[src/rtl/csr_acc_pkg.sv]
// Shared types and constants for the CSR access unit.
// Assumes the privilege encoding user=0, supervisor=1, machine=3.
package csr_acc_pkg;

    typedef enum logic [1:0] {
        OP_READ  = 2'd0,
        OP_WRITE = 2'd1,
        OP_SET   = 2'd2,
        OP_CLEAR = 2'd3
    } csr_op_e;

    typedef enum logic [1:0] {
        PRIV_USER  = 2'd0,
        PRIV_SUPER = 2'd1,
        PRIV_RSVD  = 2'd2,
        PRIV_MACH  = 2'd3
    } priv_e;

    typedef enum logic [2:0] {
        GRP_NONE  = 3'd0,
        GRP_FP    = 3'd1,
        GRP_UCNT  = 3'd2,
        GRP_SUPER = 3'd3,
        GRP_MACH  = 3'd4
    } csr_group_e;

    // Upper seven address bits that select a 32-entry counter bank.
    localparam logic [6:0] BANK_UCNT_LO = 7'h60;  // 0xC00..0xC1F
    localparam logic [6:0] BANK_UCNT_HI = 7'h64;  // 0xC80..0xC9F
    localparam logic [6:0] BANK_MCNT_LO = 7'h58;  // 0xB00..0xB1F
    localparam logic [6:0] BANK_MCNT_HI = 7'h5C;  // 0xB80..0xB9F
    localparam logic [6:0] BANK_MEVENT  = 7'h19;  // 0x320..0x33F

    // Counter slot 1 (real-time) has no implemented register here.
    localparam logic [4:0] SLOT_TIME  = 5'd1;
    // Event selectors start at slot 3.
    localparam logic [4:0] SLOT_EVT_FIRST = 5'd3;

endpackage

[src/rtl/csr_addr_decode.sv]
// Classifies a CSR address into its gating group and yields the counter
// slot index. Assumes XLEN is 32 or 64; the upper-half counter banks
// exist only for XLEN 32 and are chosen by a generate branch.
module csr_addr_decode
    import csr_acc_pkg::*;
#(
    parameter int XLEN = 64
) (
    input  logic [11:0] addr,
    output csr_group_e  group,
    output logic [4:0]  slot
);

    localparam bit HAS_HIGH_HALF = (XLEN == 32);

    logic [6:0] bank;
    logic       slot_is_time;
    logic       hi_ucnt;
    logic       hi_mcnt;
    logic       is_fp;
    logic       is_sup;
    logic       is_mach_fixed;
    logic       is_mach_cnt;
    logic       is_mevent;

    assign bank         = addr[11:5];
    assign slot         = addr[4:0];
    assign slot_is_time = (addr[4:0] == SLOT_TIME);

    // Upper-half counter banks only when the word is 32 bits wide.
    generate
        if (HAS_HIGH_HALF) begin : g_high_half
            assign hi_ucnt = (bank == BANK_UCNT_HI) && !slot_is_time;
            assign hi_mcnt = (bank == BANK_MCNT_HI) && !slot_is_time;
        end else begin : g_no_high_half
            assign hi_ucnt = 1'b0;
            assign hi_mcnt = 1'b0;
        end
    endgenerate

    // Match the fixed-address register sets of each group.
    always_comb begin
        is_fp  = (addr == 12'h001) || (addr == 12'h002) || (addr == 12'h003);
        is_sup = (addr == 12'h100) ||
                 (addr >= 12'h104 && addr <= 12'h106) ||
                 (addr >= 12'h140 && addr <= 12'h144) ||
                 (addr == 12'h180);
        is_mach_fixed = (addr >= 12'h300 && addr <= 12'h306) ||
                        (addr >= 12'h340 && addr <= 12'h344) ||
                        (addr >= 12'hF11 && addr <= 12'hF14);
        is_mach_cnt = ((bank == BANK_MCNT_LO) && !slot_is_time) || hi_mcnt;
        is_mevent   = (bank == BANK_MEVENT) && (addr[4:0] >= SLOT_EVT_FIRST);
    end

    // Pick one group; unmatched addresses are undefined.
    always_comb begin
        group = GRP_NONE;
        if (is_fp) begin
            group = GRP_FP;
        end else if (((bank == BANK_UCNT_LO) && !slot_is_time) || hi_ucnt) begin
            group = GRP_UCNT;
        end else if (is_sup) begin
            group = GRP_SUPER;
        end else if (is_mach_fixed || is_mach_cnt || is_mevent) begin
            group = GRP_MACH;
        end
    end

endmodule

[src/rtl/csr_access_gate.sv]
// Decides whether an access is refused. Combines the privilege floor and
// read-only marker carried in the address with the group predicates:
// floating-point state gate (debugger bypass), two-level counter enables,
// and supervisor-extension presence. Purely combinational.
module csr_access_gate
    import csr_acc_pkg::*;
#(
    parameter int CNT_W = 32
) (
    input  logic [3:0]       addr_top,   // address bits [11:8]
    input  csr_group_e       group,
    input  logic [$clog2(CNT_W)-1:0] slot,
    input  priv_e            priv_lvl,
    input  logic             mask_nz,
    input  logic             dbg_access,
    input  logic             has_smode,
    input  logic [1:0]       fs_state,
    input  logic [CNT_W-1:0] mcounten,
    input  logic [CNT_W-1:0] scounten,
    output logic             fail
);

    logic             priv_fail;
    logic             ro_fail;
    logic             pred_fail;
    logic [CNT_W-1:0] cnt_mask;

    // Privilege floor from bits [9:8]; read-only marker from bits [11:10].
    always_comb begin
        priv_fail = (priv_lvl < priv_e'(addr_top[1:0]));
        ro_fail   = (addr_top[3:2] == 2'b11) && mask_nz;
    end

    // Build the counter enable mask level by level.
    always_comb begin
        cnt_mask = '1;
        if (priv_lvl < PRIV_MACH) begin
            cnt_mask = cnt_mask & mcounten;
        end
        if (priv_lvl < PRIV_SUPER) begin
            cnt_mask = cnt_mask & scounten;
        end
    end

    // Group predicate.
    always_comb begin
        unique case (group)
            GRP_FP:    pred_fail = (fs_state == 2'b00) && !dbg_access;
            GRP_UCNT:  pred_fail = !cnt_mask[slot];
            GRP_SUPER: pred_fail = !has_smode;
            GRP_MACH:  pred_fail = 1'b0;
            default:   pred_fail = 1'b1;
        endcase
    end

    // Combine every reason into one verdict.
    assign fail = priv_fail || ro_fail || pred_fail;

endmodule

[src/rtl/csr_rmw_merge.sv]
// Turns the operation kind and operand into a bit mask and a new value,
// then merges them with the present register value. Assumes a read
// carries a zero mask so that it never produces a commit.
module csr_rmw_merge
    import csr_acc_pkg::*;
#(
    parameter int XLEN = 64
) (
    input  csr_op_e           op,
    input  logic [XLEN-1:0]   operand,
    input  logic [XLEN-1:0]   old_value,
    output logic [XLEN-1:0]   merged,
    output logic              mask_nz
);

    logic [XLEN-1:0] mask;
    logic [XLEN-1:0] newv;

    // Expand the operation into mask and value.
    always_comb begin
        unique case (op)
            OP_READ:  begin mask = '0;      newv = '0;      end
            OP_WRITE: begin mask = '1;      newv = operand; end
            OP_SET:   begin mask = operand; newv = '1;      end
            default:  begin mask = operand; newv = '0;      end
        endcase
    end

    // Bitwise merge and mask occupancy.
    always_comb begin
        merged  = (old_value & ~mask) | (newv & mask);
        mask_nz = |mask;
    end

endmodule

[src/rtl/csr_access_unit.sv]
// Top of the CSR access path: decode, legality gate and read-modify-write
// merge. All outputs are combinational in the inputs; the refusal verdict
// blocks the commit strobe in the same cycle. Assumes XLEN is 32 or 64.
module csr_access_unit
    import csr_acc_pkg::*;
#(
    parameter int XLEN  = 64,
    parameter int CNT_W = 32
) (
    input  logic             acc_valid,
    input  logic [11:0]      csr_addr,
    input  logic [1:0]       cur_priv,
    input  logic [1:0]       op_sel,
    input  logic [XLEN-1:0]  operand,
    input  logic             dbg_access,
    input  logic             has_smode,
    input  logic [1:0]       fs_state,
    input  logic [CNT_W-1:0] mcounten,
    input  logic [CNT_W-1:0] scounten,
    input  logic [XLEN-1:0]  old_value,
    output logic             illegal,
    output logic [XLEN-1:0]  rdata,
    output logic [XLEN-1:0]  wdata,
    output logic             wr_en,
    output logic             fs_make_dirty
);

    localparam int SLOT_W = $clog2(CNT_W);

    csr_group_e      group;
    logic [4:0]      slot_raw;
    logic            mask_nz;
    logic            fail;
    logic            granted;
    logic [XLEN-1:0] merged;

    csr_addr_decode #(.XLEN(XLEN)) u_decode (
        .addr  (csr_addr),
        .group (group),
        .slot  (slot_raw)
    );

    csr_rmw_merge #(.XLEN(XLEN)) u_merge (
        .op        (csr_op_e'(op_sel)),
        .operand   (operand),
        .old_value (old_value),
        .merged    (merged),
        .mask_nz   (mask_nz)
    );

    csr_access_gate #(.CNT_W(CNT_W)) u_gate (
        .addr_top   (csr_addr[11:8]),
        .group      (group),
        .slot       (slot_raw[SLOT_W-1:0]),
        .priv_lvl   (priv_e'(cur_priv)),
        .mask_nz    (mask_nz),
        .dbg_access (dbg_access),
        .has_smode  (has_smode),
        .fs_state   (fs_state),
        .mcounten   (mcounten),
        .scounten   (scounten),
        .fail       (fail)
    );

    // Qualify the verdict with the access strobe and drive the outputs.
    always_comb begin
        granted       = acc_valid && !fail;
        illegal       = acc_valid && fail;
        rdata         = granted ? old_value : '0;
        wdata         = merged;
        wr_en         = granted && mask_nz;
        fs_make_dirty = granted && mask_nz && (group == GRP_FP);
    end

endmodule

[config.mk]
export PLATFORM = sky130hd
export DESIGN_NAME = csr_access_unit
export DESIGN_NICKNAME = d
export VERILOG_FILES = /design/src/rtl/csr_acc_pkg.sv /design/src/rtl/csr_addr_decode.sv /design/src/rtl/csr_access_gate.sv /design/src/rtl/csr_rmw_merge.sv /design/src/rtl/csr_access_unit.sv
export SDC_FILE = /design/constraint.sdc
export NUM_CORES = 1
export LEC_CHECK = 0
export ABC_AREA = 1
export CORE_AREA = 5 5 129 131
export DETAILED_ROUTE_END_ITERATION = 7
export DIE_AREA = 0 0 134 136
export DONT_BUFFER_PORTS = 1
export PLACE_DENSITY = 0.45
export SYNTH_ARGS = -nofsm -noshare
export SYNTH_HDL_FRONTEND = slang
export SYNTH_SLANG_ARGS = --single-unit
[constraint.sdc]
create_clock -name vclk -period 1.9
set_input_delay 0.095 -clock vclk [all_inputs]
set_output_delay 0.095 -clock vclk [all_outputs]
set_load 0.02 [all_outputs]
==> key figures <==
Timing
  – RSZ-0062 raised after global routing: true
  – Top achievable clock speed: 517 MHz
  – Final Max Slew Viols: 0
  – Relative slew margins: 0.634
  – Final hold vios: 0
  – Final Worst Setup Slack: -0.0354 ns
  – Period utilization: 1.02
  – Min cycle time layout: ~1.9 ns
  – Hold slack: 0.353 ns
  – Worst Tran Pin Value: approximately 0.55 ns
  – Setup violators final: 16

Finish
  – Commonest non-fill, non-tap cell in the layout: inv_1
  – Layout cells sized above 1: 0.298
  – Footprint of the multi-input gates: roughly 0.0035 mm2
  – Final core occ: 0.410
  – Antenna Cells: 0
  – Filler cell count: approximately 1700
  – P&R area growth vs syn: 66.4%
  – Reg area: 0 um2
  – Non-Filler Instances: 1179
  – Final nets: about 1200
  – Clkbuf count: 0
  – Most frequent cells in the layout: inv_1, o21ai_0, nand2_1
  – Seq_cells: 0

Logic synthesis
  – Library cells used by synthesis: 24
  – Post-Synthesis Cells: 842
  – Synth top area cells: o21ai_0, inv_1, nand2_1
  – Synth Cell Area: between 0.003 and 0.004 mm2
  – Avg Inst Size Synth: ~4.5 um2
  – Synth Warn #: 0
  – Mapped Nets: between 1000 and 1500
  – Post-synth top area share: 0.238
  – Largest area contributor in the netlist: o21ai_0
  – Sequential share of the synthesized area: 0

Placement
  – PortBufs: 0
  – Dpl hpwl: 15.6 mm
  – Final Wtd Congestion: just under 0.9
  – Placed Cells: around 1200

Route
  – Antenna viol nets, final: 0
  – Avg WL per Cell: around 18 um
  – Drt pass-1 iters: 5
  – Avg Vias per Cell: 5.02
  – Routed WL: 20.8 mm
  – Detailed-route via count: about 5900
  – DRT iter0 DRCs: roughly 390
  – # DRC: 0

Global routing
  – Met1 GRT Util: 0.241
  – Global Route met3 Usage: 0.0455
  – Overall global routing resource usage: 0.196
  – Grt ovf: 0
  – First-pass GRT wire length: 29.7 mm
  – Met2 GRT Util: 0.351
  – Largest net degree at the start of global routing: between 50 and 60
  – Initial antenna violation count: 0
  – Vias in the first global route: between 5000 and 6000
  – GRT Max-Usage Layer: met2

Status
  – Violated checks: setup timing
  – Outcome: finished, violations left

Power and ir drop
  – Switching Power: 0.815 mW
  – Flop pwr share: 0
  – Sw Ratio: 0.627
  – Leakage: 3.23 nW
  – Pwr Total: approximately 1.3 mW
  – VDD IR max: between 0.08 and 0.09 mV
  – Power share of the combinational group: 1.000
  – Clock share of power: 0
  – Int Pwr: between 0.4 and 0.5 mW
  – Power Dens Cells: around 200 mW/mm2

Die
  – DIE WIDTH: between 100 and 150 um
  – Cell Rows: 46
  – Ports: between 300 and 400
  – Core area: 0.0155 mm2
  – DIE AREA: roughly 0.018 mm2
  – Starting Density: 0.246
  – Die H: between 100 and 150 um

Worst setup path
  – Crit start category: input pin
  – CP Cell Sequence: inv_8 -> nor2_4 -> a21oi_2 -> nand4_1 -> nor2_2 -> nand2_2 -> nor2_4 -> buf_6 -> nor2_4 -> nor2_4 -> nand3_4 -> buf_12 -> clkbuf_16 -> nor2_4 -> buf_6
  – Crit. End Element: primary output
  – Worst path top cell family by delay: simple AND/OR/NAND/NOR gates
  – CP max-delay cell: clkbuf_16
  – Max incr delay on CP: approximately 0.19 ns
  – Buf/Inv on CP: 5
  – Critical path class: in -> out
  – Arrival @ worst endpoint: roughly 1.8 ns
  – Cell mode on critical path: nor2_4
  – WP data required: approximately 1.8 ns
  – CP Max Fanout: 8

Min path
  – Hold Crit Endpoint: wdata[38]
  – Hold_sp: old_value[38]
  – Tightest Hold Check Type: in -> out
  – Hold path cells: 2

Clock tree
  – Hold buffer count at CTS: 0

Job
  – # Max-Cap Violations: 0
-- routing by layer --
metal	routed length, um	vias up
met5	0	-
met4	495	0
met3	1940	28
met2	10300	308
met1	8050	2631
li1	-	2956
-- synth_stat cells --
master    instances
a21oi_1          32
ha_1              3
a21oi_2           1
nand3_4           1
clkbuf_1         32
o21a_1            1
o22ai_1           2
nand3_1          70
nor3_1            6
a21boi_0          1
nor2_2           32
nor2_4            1
nand2_1         166
buf_6             8
nor2_1           86
buf_2             6
nand4_1          14
clkinv_1          2
o21bai_1          1
o211ai_1          3
nand2_2           1
inv_1           185
o21ai_0         181
o31ai_1           7
-- cell families (layout without fill, tap and decap cells) --
family          after synthesis  after routing  synth area share
simple gates                377            377             0.432
fa+ha+maj                     3              3           0.00984
compound gates              229            229             0.311
buf+inv                     233            378             0.247
-- timing repair --
action,in CTS,in global routing
endpoints found under the setup margin,55,68
endpoints found under the hold margin,0,0
pin swaps,6,18
resized for setup,57,174
gates cloned,3,5
setup buffers,11,6
-- cell type report --
type / instances / area share
multi-input combinational: 609 / 0.548
timing repair buffer: 191 / 0.301
inverter: 187 / 0.112
tap: 192 / 0.0378
-- stage by stage --
stage	setup WS, ns	TNS [ns]	area, um2
final	-0.0354	-0.253	6350
after global routing	-0.168	-7.03	6350
after CTS	-0.0391	-1.09	5580
after detailed placement	-0.107	-4.35	5210
after global placement	-0.0941	-3.74	5210
after floorplan	-0.00486	-0.146	3910
-- power by group through the flow --
| stage | registers (mW) | clock network [mW] | logic [mW] |
|---|---|---|---|
| floorplan | 0 | 0 | 0.780 |
| global placement | 0 | 0 | 1.18 |
| detailed placement | 0 | 0 | 1.19 |
| CTS | 0 | 0 | 1.23 |
| global route | 0 | 0 | 1.43 |
| finish | 0 | 0 | 1.30 |
-- worst max path at each step --
stage	end	slack [ns]	from	cells past startpoint
after detailed placement	rdata[63]	-0.11	cur_priv[0]	13
after global routing	rdata[29]	-0.17	op_sel[0]	15
after floorplan	rdata[23]	-0.005	op_sel[1]	12
final	rdata[48]	-0.04	op_sel[0]	15
after global placement	fs_make_dirty	-0.09	op_sel[0]	14
after CTS	rdata[43]	-0.04	cur_priv[1]	16
(Power assumes the default switching activity.)
